$ cat src/rtl/jsf_pkg.sv
package jsf_pkg;
    typedef enum logic [1:0] {
        WIN_NONE  = 2'b00,
        WIN_SHORT = 2'b01,
        WIN_MID   = 2'b10,
        WIN_LONG  = 2'b11
    } win_sel_e;
endpackage

$ cat src/rtl/jsf_polarity.sv
module jsf_polarity (
    input  logic raw_in,
    input  logic invert,
    output logic sensed
);
    assign sensed = raw_in ^ invert;
endmodule

$ cat src/rtl/jsf_window.sv
module jsf_window #(
    parameter int T_SHORT = 200,
    parameter int T_MID   = 500,
    parameter int T_LONG  = 1000,
    parameter int CNT_W   = 10
) (
    input  logic [1:0]       sel,
    output logic [CNT_W-1:0] limit
);
    import jsf_pkg::*;

    always_comb begin
        unique case (win_sel_e'(sel))
            WIN_NONE:  limit = '0;
            WIN_SHORT: limit = CNT_W'(T_SHORT);
            WIN_MID:   limit = CNT_W'(T_MID);
            default:   limit = CNT_W'(T_LONG);
        endcase
    end
endmodule

$ cat src/rtl/jsf_core.sv
module jsf_core #(
    parameter int CNT_W = 10
) (
    input  logic             clk,
    input  logic             rst_n,
    input  logic             tick_en,
    input  logic             sensed,
    input  logic [CNT_W-1:0] limit,
    output logic             status,
    output logic             toggle
);
    typedef struct packed {
        logic             status;
        logic             toggle;
        logic [CNT_W-1:0] cnt;
    } core_st_t;

    core_st_t st_d, st_q;
    logic [CNT_W:0] cnt_inc;

    always_comb begin
        st_d    = st_q;
        cnt_inc = {1'b0, st_q.cnt} + 1'b1;
        if (sensed) begin
            st_d.cnt = '0;
            if (tick_en) st_d.status = 1'b1;
        end else if (!st_q.status) begin
            st_d.cnt = '0;
        end else if (tick_en) begin
            if (cnt_inc >= {1'b0, limit}) begin
                st_d.status = 1'b0;
                st_d.cnt    = '0;
            end else begin
                st_d.cnt = cnt_inc[CNT_W-1:0];
            end
        end
        st_d.toggle = (st_d.status != st_q.status);
    end

    always_ff @(posedge clk or negedge rst_n) begin
        if (!rst_n) st_q <= '0;
        else        st_q <= st_d;
    end

    assign status = st_q.status;
    assign toggle = st_q.toggle;


    status_on_tick_chk: assert property (@(posedge clk) disable iff (!rst_n)
        (st_q.status != $past(st_q.status)) |-> $past(tick_en));


    plug_now_chk: assert property (@(posedge clk) disable iff (!rst_n)
        (tick_en && sensed) |=> st_q.status);


    restart_chk: assert property (@(posedge clk) disable iff (!rst_n)
        sensed |=> (st_q.cnt == '0));


    toggle_match_chk: assert property (@(posedge clk) disable iff (!rst_n)
        (st_q.status != $past(st_q.status)) |-> st_q.toggle);


    fall_low_chk: assert property (@(posedge clk) disable iff (!rst_n)
        $fell(st_q.status) |-> !$past(sensed));
endmodule

$ cat src/rtl/jack_sense_filter.sv
module jack_sense_filter #(
    parameter int T_SHORT = 200,
    parameter int T_MID   = 500,
    parameter int T_LONG  = 1000
) (
    input  logic       clk,
    input  logic       rst_n,
    input  logic       tick_en,
    input  logic       sense_raw,
    input  logic       sense_invert,
    input  logic [1:0] unplug_sel,
    output logic       plug_status,
    output logic       status_toggle
);
    localparam int T_MAX = (T_LONG > T_MID) ? ((T_LONG > T_SHORT) ? T_LONG : T_SHORT)
                                            : ((T_MID > T_SHORT) ? T_MID : T_SHORT);
    localparam int CNT_W = $clog2(T_MAX + 1);

    logic             sensed;
    logic [CNT_W-1:0] limit;

    jsf_polarity u_pol (
        .raw_in (sense_raw),
        .invert (sense_invert),
        .sensed (sensed)
    );

    jsf_window #(
        .T_SHORT (T_SHORT),
        .T_MID   (T_MID),
        .T_LONG  (T_LONG),
        .CNT_W   (CNT_W)
    ) u_win (
        .sel   (unplug_sel),
        .limit (limit)
    );

    jsf_core #(
        .CNT_W (CNT_W)
    ) u_core (
        .clk     (clk),
        .rst_n   (rst_n),
        .tick_en (tick_en),
        .sensed  (sensed),
        .limit   (limit),
        .status  (plug_status),
        .toggle  (status_toggle)
    );
endmodule

$ cat config.mk
export PLATFORM = sky130hd
export DESIGN_NAME = jack_sense_filter
export DESIGN_NICKNAME = d
export VERILOG_FILES = /design/src/rtl/jsf_pkg.sv /design/src/rtl/jsf_polarity.sv /design/src/rtl/jsf_window.sv /design/src/rtl/jsf_core.sv /design/src/rtl/jack_sense_filter.sv
export SDC_FILE = /design/constraint.sdc
export NUM_CORES = 1
export LEC_CHECK = 0
export ABC_AREA = 1
export BUFFER_PORTS_ARGS = -buffer_cell sky130_fd_sc_hd__buf_2
export CAP_MARGIN = 10
export CELL_PAD_IN_SITES_DETAIL_PLACEMENT = 1
export CELL_PAD_IN_SITES_GLOBAL_PLACEMENT = 2
export CORE_MARGIN = 4
export CORE_UTILIZATION = 25
export DETAILED_ROUTE_END_ITERATION = 10
export GPL_ROUTABILITY_DRIVEN = 0
export PLACE_DENSITY_LB_ADDON = 0.3
export SETUP_SLACK_MARGIN = 0.1
export SLEW_MARGIN = 20
export SYNTH_ARGS = -nofsm -noshare
export SYNTH_HDL_FRONTEND = slang
export SYNTH_HIERARCHICAL = 1
export SYNTH_SLANG_ARGS = --single-unit
$ cat constraint.sdc
create_clock -name clk -period 2.81 [get_ports clk]
set_input_delay 0.1405 -clock clk [delete_from_list [all_inputs] [get_ports clk]]
set_output_delay 0.1405 -clock clk [all_outputs]
set_load 0.1 [all_outputs]
# Word level (Yosys, flattened, before mapping)
# Index checks and enable logic that the tools add are counted.
# classes
mux	10
add_sub_neg	1
n_reduce_logical	1
n_bitwise	1
n_lt_le_gt_ge	1
eq_ne	4
# ops
operator	count
10-bit two-way mux	4
10-bit case mux with 3 select lines	1
10-bit by 1-bit adder with 11-bit output, second input constant	1
11-bit by 10-bit greater-or-equal comparator with 1-bit output	1
1-bit two-way mux	5
3-bit != test, second input constant	1
2-bit by 1-bit equality test with 1-bit output, second input constant	1
2-bit equality test, second input constant	1
2-bit logical NOT	1
1-bit != test	1
1-bit bitwise XOR	1
# word_totals
input_bits	7
output_inout_bits	2
ff_bits	12
word_cells	21

# Logic depth before layout (Yosys ltp)
# logic_depth
word_depth	8
ltp_mapped	15
ltp_nobuf	15

# Hierarchy
# The synthesis kept the hierarchy.
# by_module_without_submodules
module	area_per_inst_um2	n_inst	seq_area_each_um2	cells_per_inst
jsf_core	967.2	1	300.3	132
jsf_window	73.8	1	0.0	14
jsf_polarity	18.8	1	0.0	5

# Worst setup path before layout
# Ideal clock, no wire load.
# synth_timing
path_kind	reg2reg
start	register u_core/st_q[0] (netlist bit)
end	register u_core/st_q[0] (netlist bit)
setup_ps	77
required_time_ps	2733
stages_incl_launch_ff	11
path_buffers	0
arrival_time_ps	1972
slack_ps	760
synth_period_minus_slack_ps	2050
cell_sequence	dfrtp_1 > ha_1 > nand4_1 > xor2_1 > inv_1 > ha_1 > a21oi_1 > o21bai_1 > nor2_2 > nand3_2 > o21ai_1
# synth_via
elab_chain_cells	6
# synth_lines
item	line	rtl
from (decl)	jsf_core.sv:18	core_st_t st_d, st_q;
from (signal assigned)	jsf_core.sv:42	else st_q <= st_d;
10-bit by 1-bit adder with 11-bit output *	jsf_core.sv:23	cnt_inc = {1'b0, st_q.cnt} + 1'b1;
11-bit by 10-bit greater-or-equal comparator with 1-bit output	jsf_core.sv:30	if (cnt_inc >= {1'b0, limit}) begin
10-bit two-way mux *	jsf_core.sv:30	
10-bit two-way mux *	jsf_core.sv:29	end else if (tick_en) begin
10-bit two-way mux *	jsf_core.sv:27	end else if (!st_q.status) begin
10-bit two-way mux *	jsf_core.sv:24	if (sensed) begin
# Mark *: on every way between the ends. The rest lies on a longest branch, timed or not. The select of a mux whose other input is x is not followed.
# A chain may end at the register's enable or synchronous reset.

# Worst setup path in the final report
# layout_timing
start	register u_core/st_q[0] (netlist bit)
end	register u_core/st_q[8] (netlist bit)
# Same word-level chain as after synthesis.

==> results.rst <==
.. list-table::
   :header-rows: 1

   * - Metric
     - Value
   * - Number of max-slew violations in the final report
     - 0
   * - # IOs
     - 9
   * - Number of buffers between clock root and the deepest sink
     - 2
   * - Leak Pwr
     - ~0.00068 µW
   * - Post-detailed-route count of antenna-violating nets
     - 0
   * - Critical register-to-register path endpoint
     - u_core/st_q[8]
   * - Cell type contributing the most total cell area after synthesis
     - sky130_fd_sc_hd__dfrtp_1
   * - Share of the synthesized area in the top cell type
     - about 28%
   * - Cell area reported after detailed placement
     - about 1100 µm²
   * - Iter 0 DRT Violations
     - 57
   * - Cell at the root of the clock tree
     - sky130_fd_sc_hd__clkbuf_8
   * - Hold depth
     - 3
   * - Number of antenna repair diodes
     - 0
   * - Number of failing hold endpoints at the final stage
     - 0
   * - Port bufs
     - 8
   * - Synth-to-layout area growth
     - 11.9%
   * - Area share of xor/xnor cells in the synthesized design
     - a little under 6%
   * - P_sw
     - around 130 µW
   * - Routed wire length
     - between 2000 and 3000 µm
   * - Die Span Y
     - about 73 µm
   * - Part of the total power dissipated in sequential elements
     - roughly 41%
   * - Post-synthesis instance total
     - about 150
   * - HPWL after detailed placement
     - ~2100 µm
   * - GR Overflow Total
     - 0
   * - Worst Reg2Reg Path Length in Cells
     - 10
   * - Shortest period the worst path allows
     - ~2.5 ns
   * - TritonCTS clock tree
     - done
   * - Min-delay worst type
     - primary input to register
   * - Internal power
     - approximately 330 µW
   * - Power share of the clock group
     - 42.5%
   * - Post-Synth Adder-Cell Area
     - approximately 13%
   * - Leading post-synthesis cells by cell area
     - sky130_fd_sc_hd__dfrtp_1 (28%), sky130_fd_sc_hd__nand2_1 (14%), sky130_fd_sc_hd__ha_1 (13%)
   * - Highest clock rate
     - 408 MHz
   * - EDFF count, synth
     - 0
   * - Clock-pin slew of the registers on the worst-case setup and hold paths
     - 0.05 ns
   * - Kind of launch point of the worst setup path
     - register
   * - IR drop worst, VDD
     - approximately 0.00012 V
   * - Count of H-tree levels built during CTS
     - 1
   * - Most instantiated flip-flop cell in the synthesis netlist
     - sky130_fd_sc_hd__dfrtp_1
   * - Basic-gate share of the synthesized area counting and, or, nand and nor cells
     - between 20% and 30%
   * - Detailed-router iteration count before antenna repair
     - 4
   * - Maximum fanout encountered on the critical timing path
     - 9
   * - Standard-cell rows
     - 23
   * - Maximum number of pins on one net before global-route repair
     - 13
   * - Proportion of register bits with asynchronous set or reset after synthesis
     - between 90% and 100%
   * - Kind of capture point of the worst setup path
     - register
   * - Count of clock tree sinks
     - 12
   * - Vias in the first global route
     - between 900 and 1,000
   * - Unrepaired setup endpoints after global routing
     - no
   * - Dominant combinational cell family by area after synthesis
     - simple AND/OR/NAND/NOR gates
   * - All-Layer GR Usage
     - between 10% and 20%
   * - Synthesized area per cell
     - 7.02 µm²
   * - Final Setup Violations
     - 0
   * - Skew final
     - 0.00178 ns
   * - WP buf/inv
     - 1
   * - Die area
     - ~5300 µm²
   * - # DRC
     - 0
   * - Area of the core
     - ~4000 µm²
   * - Kind of critical path
     - register to register
   * - Multiplexer share of the synthesized area
     - 0%
   * - Pre-CTS WS
     - 0.339 ns
   * - DR vias
     - just over 900
   * - Total Nets Final
     - ~180
   * - Result of the run
     - completed
   * - Pwr per Cell Area
     - approximately 380 nW/µm²
   * - Relative contribution of combinational cells to total power
     - about 17%
   * - Antenna violations before repair
     - 0
   * - Wire length of the first global-routing pass
     - about 4600 µm
   * - Count of yosys warnings during synthesis
     - 6
   * - Routed wirelength normalized by instance count
     - between 10 and 15 µm
   * - Destination of the worst hold path
     - u_core/status
   * - Slowest stage delay, CP
     - ~0.50 ns
   * - Worst hold start
     - tick_en
   * - Fraction of layout instances using a drive strength above 1
     - 17.1%
   * - CP most frequent cell
     - sky130_fd_sc_hd__ha_1
   * - Total of fill cells in the finished design
     - between 500 and 600
   * - Final worst path period share
     - between 80 and 90%
   * - Cell area after technology mapping
     - approximately 1100 µm²
   * - Fraction of the mapped netlist area in compound gates
     - under 10%
   * - Clock network latency to the later pin of the worst-skew pair
     - approximately 0.25 ns
   * - Number of buffers added by the clock tree synthesis step
     - 3
   * - Critical R2R Launch
     - u_core/st_q[0]
   * - Overall die width
     - 73.1 µm
   * - Total negative setup slack
     - 0 ns
   * - Data arrival time at the worst-slack endpoint
     - ~2.6 ns
   * - Setup ws final
     - 0.357 ns
   * - Cells along the critical path
     - ha_1 > nand4_1 > xor2_1 > inv_1 > ha_1 > a21oi_1 > o21bai_1 > nor2_2 > nand3_2 > o21ai_1
   * - Average via count per standard cell
     - between 4 and 5
   * - Switching share of power
     - roughly 28%
   * - Sequential fraction of the synthesis area
     - ~28%
   * - Post-layout instance area
     - 1190 µm²
   * - Cell type of the slowest stage on the worst timing path
     - sky130_fd_sc_hd__dfrtp_1
   * - Worst-case register-to-register setup slack
     - 0.36 ns
   * - Number of library cell types mapped by synthesis
     - 23
   * - Starting density of the core
     - approximately a quarter
   * - Maximum Capacitance Violations
     - 0
   * - Flops & latches, synth
     - 12
   * - Cell type group with the largest total delay on the critical path
     - adder cells
   * - Data required, critical path
     - just under 3 ns
==> how the worst max path moves through the flow <==
stage                     slack [ns]      startpoint  depth (start not counted)             end
after floorplan                 0.76  u_core/st_q[0]                         10  u_core/st_q[0]
after global placement          0.42  u_core/st_q[0]                         10  u_core/st_q[4]
after detailed placement        0.34  u_core/st_q[0]                         10  u_core/st_q[1]
after CTS                       0.33  u_core/st_q[0]                         10  u_core/st_q[1]
after global routing            0.13  u_core/st_q[0]                         10  u_core/st_q[8]
final                           0.36  u_core/st_q[0]                         10  u_core/st_q[8]
==> synth_stat cells, types with 3 or more instances <==
cell type	instances
sky130_fd_sc_hd__buf_4	5
sky130_fd_sc_hd__nor2_2	6
sky130_fd_sc_hd__o21ai_1	8
sky130_fd_sc_hd__nor2_1	6
sky130_fd_sc_hd__a21oi_1	3
sky130_fd_sc_hd__nand3_1	3
sky130_fd_sc_hd__ha_1	11
sky130_fd_sc_hd__inv_1	31
sky130_fd_sc_hd__nand4_1	5
sky130_fd_sc_hd__nand2_2	5
sky130_fd_sc_hd__xor2_1	6
sky130_fd_sc_hd__nand2_1	39
sky130_fd_sc_hd__dfrtp_1	12
==> cell usage in the layout (no fill, tap or decap) <==
master / synthesis / layout
sky130_fd_sc_hd__clkbuf_8: 0 / 4
sky130_fd_sc_hd__nand2_2: 5 / 5
sky130_fd_sc_hd__conb_1: 1 / 2
sky130_fd_sc_hd__buf_2: 0 / 8
sky130_fd_sc_hd__a31o_1: 1 / 1
sky130_fd_sc_hd__o21ai_1: 8 / 8
sky130_fd_sc_hd__nor2_1: 6 / 6
sky130_fd_sc_hd__o21bai_1: 1 / 1
sky130_fd_sc_hd__a21oi_2: 1 / 1
sky130_fd_sc_hd__and3_1: 1 / 1
sky130_fd_sc_hd__xor2_1: 6 / 6
sky130_fd_sc_hd__nor2_2: 6 / 6
sky130_fd_sc_hd__inv_1: 31 / 31
sky130_fd_sc_hd__nand4_1: 5 / 5
sky130_fd_sc_hd__xnor2_1: 1 / 1
sky130_fd_sc_hd__inv_2: 1 / 1
sky130_fd_sc_hd__nand3_1: 3 / 3
sky130_fd_sc_hd__nand2_1: 39 / 39
sky130_fd_sc_hd__a21oi_1: 3 / 3
sky130_fd_sc_hd__dlygate4sd3_1: 0 / 1
sky130_fd_sc_hd__nand3_2: 1 / 1
sky130_fd_sc_hd__ha_1: 11 / 11
sky130_fd_sc_hd__dfrtp_1: 12 / 12
sky130_fd_sc_hd__nor2_4: 1 / 1
==> state kept, by name (all words and copies together), names as in the netlist <==
register,count
u_core/status,1
u_core/toggle,1
u_core/st_q,10
==> worst register-to-register path: stages (launching register included) <==
cell,delay [ns]
sky130_fd_sc_hd__dfrtp_1,0.50
sky130_fd_sc_hd__ha_1,0.31
sky130_fd_sc_hd__nand4_1,0.14
sky130_fd_sc_hd__xor2_1,0.22
sky130_fd_sc_hd__inv_1,0.07
sky130_fd_sc_hd__ha_1,0.28
sky130_fd_sc_hd__a21oi_1,0.13
sky130_fd_sc_hd__o21bai_1,0.09
sky130_fd_sc_hd__nor2_2,0.21
sky130_fd_sc_hd__nand3_2,0.22
sky130_fd_sc_hd__o21ai_1,0.19
==> stage by stage <==
step | utilization [%] | power, µW | hold WS (ns) | std cells
3_3_place_gp | 27.6 | 260 | 0.0379 | 203
5_1_grt | 29.2 | 486 | 0.223 | 208
2_1_floorplan | - | 241 | -0.155 | 152
6_report | 29.2 | 454 | 0.184 | 208
3_5_place_dp | 27.6 | 264 | 0.0415 | 203
4_1_cts | 29.2 | 462 | 0.184 | 208
==> repair_timing <==
| item | CTS | global route |
|---|---|---|
| resized for setup | 0 | 0 |
| setup buffers | 0 | 0 |
| hold endpoints to repair | 12 | 0 |
| hold buffers | 1 | 0 |
==> metal layers <==
| layer | global-route usage [%] | share of wire [%] |
|---|---|---|
| met1 | 14.4 | 46 |
| met2 | 18.4 | 50 |
| met3 | 1.24 | 1.6 |
| met4 | 5.53 | 2.4 |
| met5 | 0 | 0 |
==> layout make-up <==
| cell class | count | area [µm²] | share of cell area [%] |
|---|---|---|---|
| Timing Repair Buffer | 9 | 50.0 | 4.22 |
| Multi-Input combinational cell | 101 | 598 | 50.4 |
| Inverter | 32 | 120 | 10.1 |
| Sequential cell | 12 | 300 | 25.3 |
| Clock buffer | 4 | 55.1 | 4.64 |
| Tap cell | 50 | 62.6 | 5.27 |
==> power groups by stage <==
stage / Clock (µW) / Combinational (µW) / Sequential [µW]
after floorplan: 0 / 53.0 / 188
after global placement: 0 / 71.3 / 188
after global routing: 210 / 89.7 / 187
final: 193 / 75.0 / 186
after detailed placement: 0 / 75.0 / 189
after CTS: 200 / 76.7 / 186
==> cells by family after synthesis <==
group	count (synthesis)
buf+inv	39
fa+ha+maj	11
flops	12
simple gates	67
other cells	1
xor+xnor	7
compound gates	14
No activity file was read; power rests on OpenSTA's default activity.
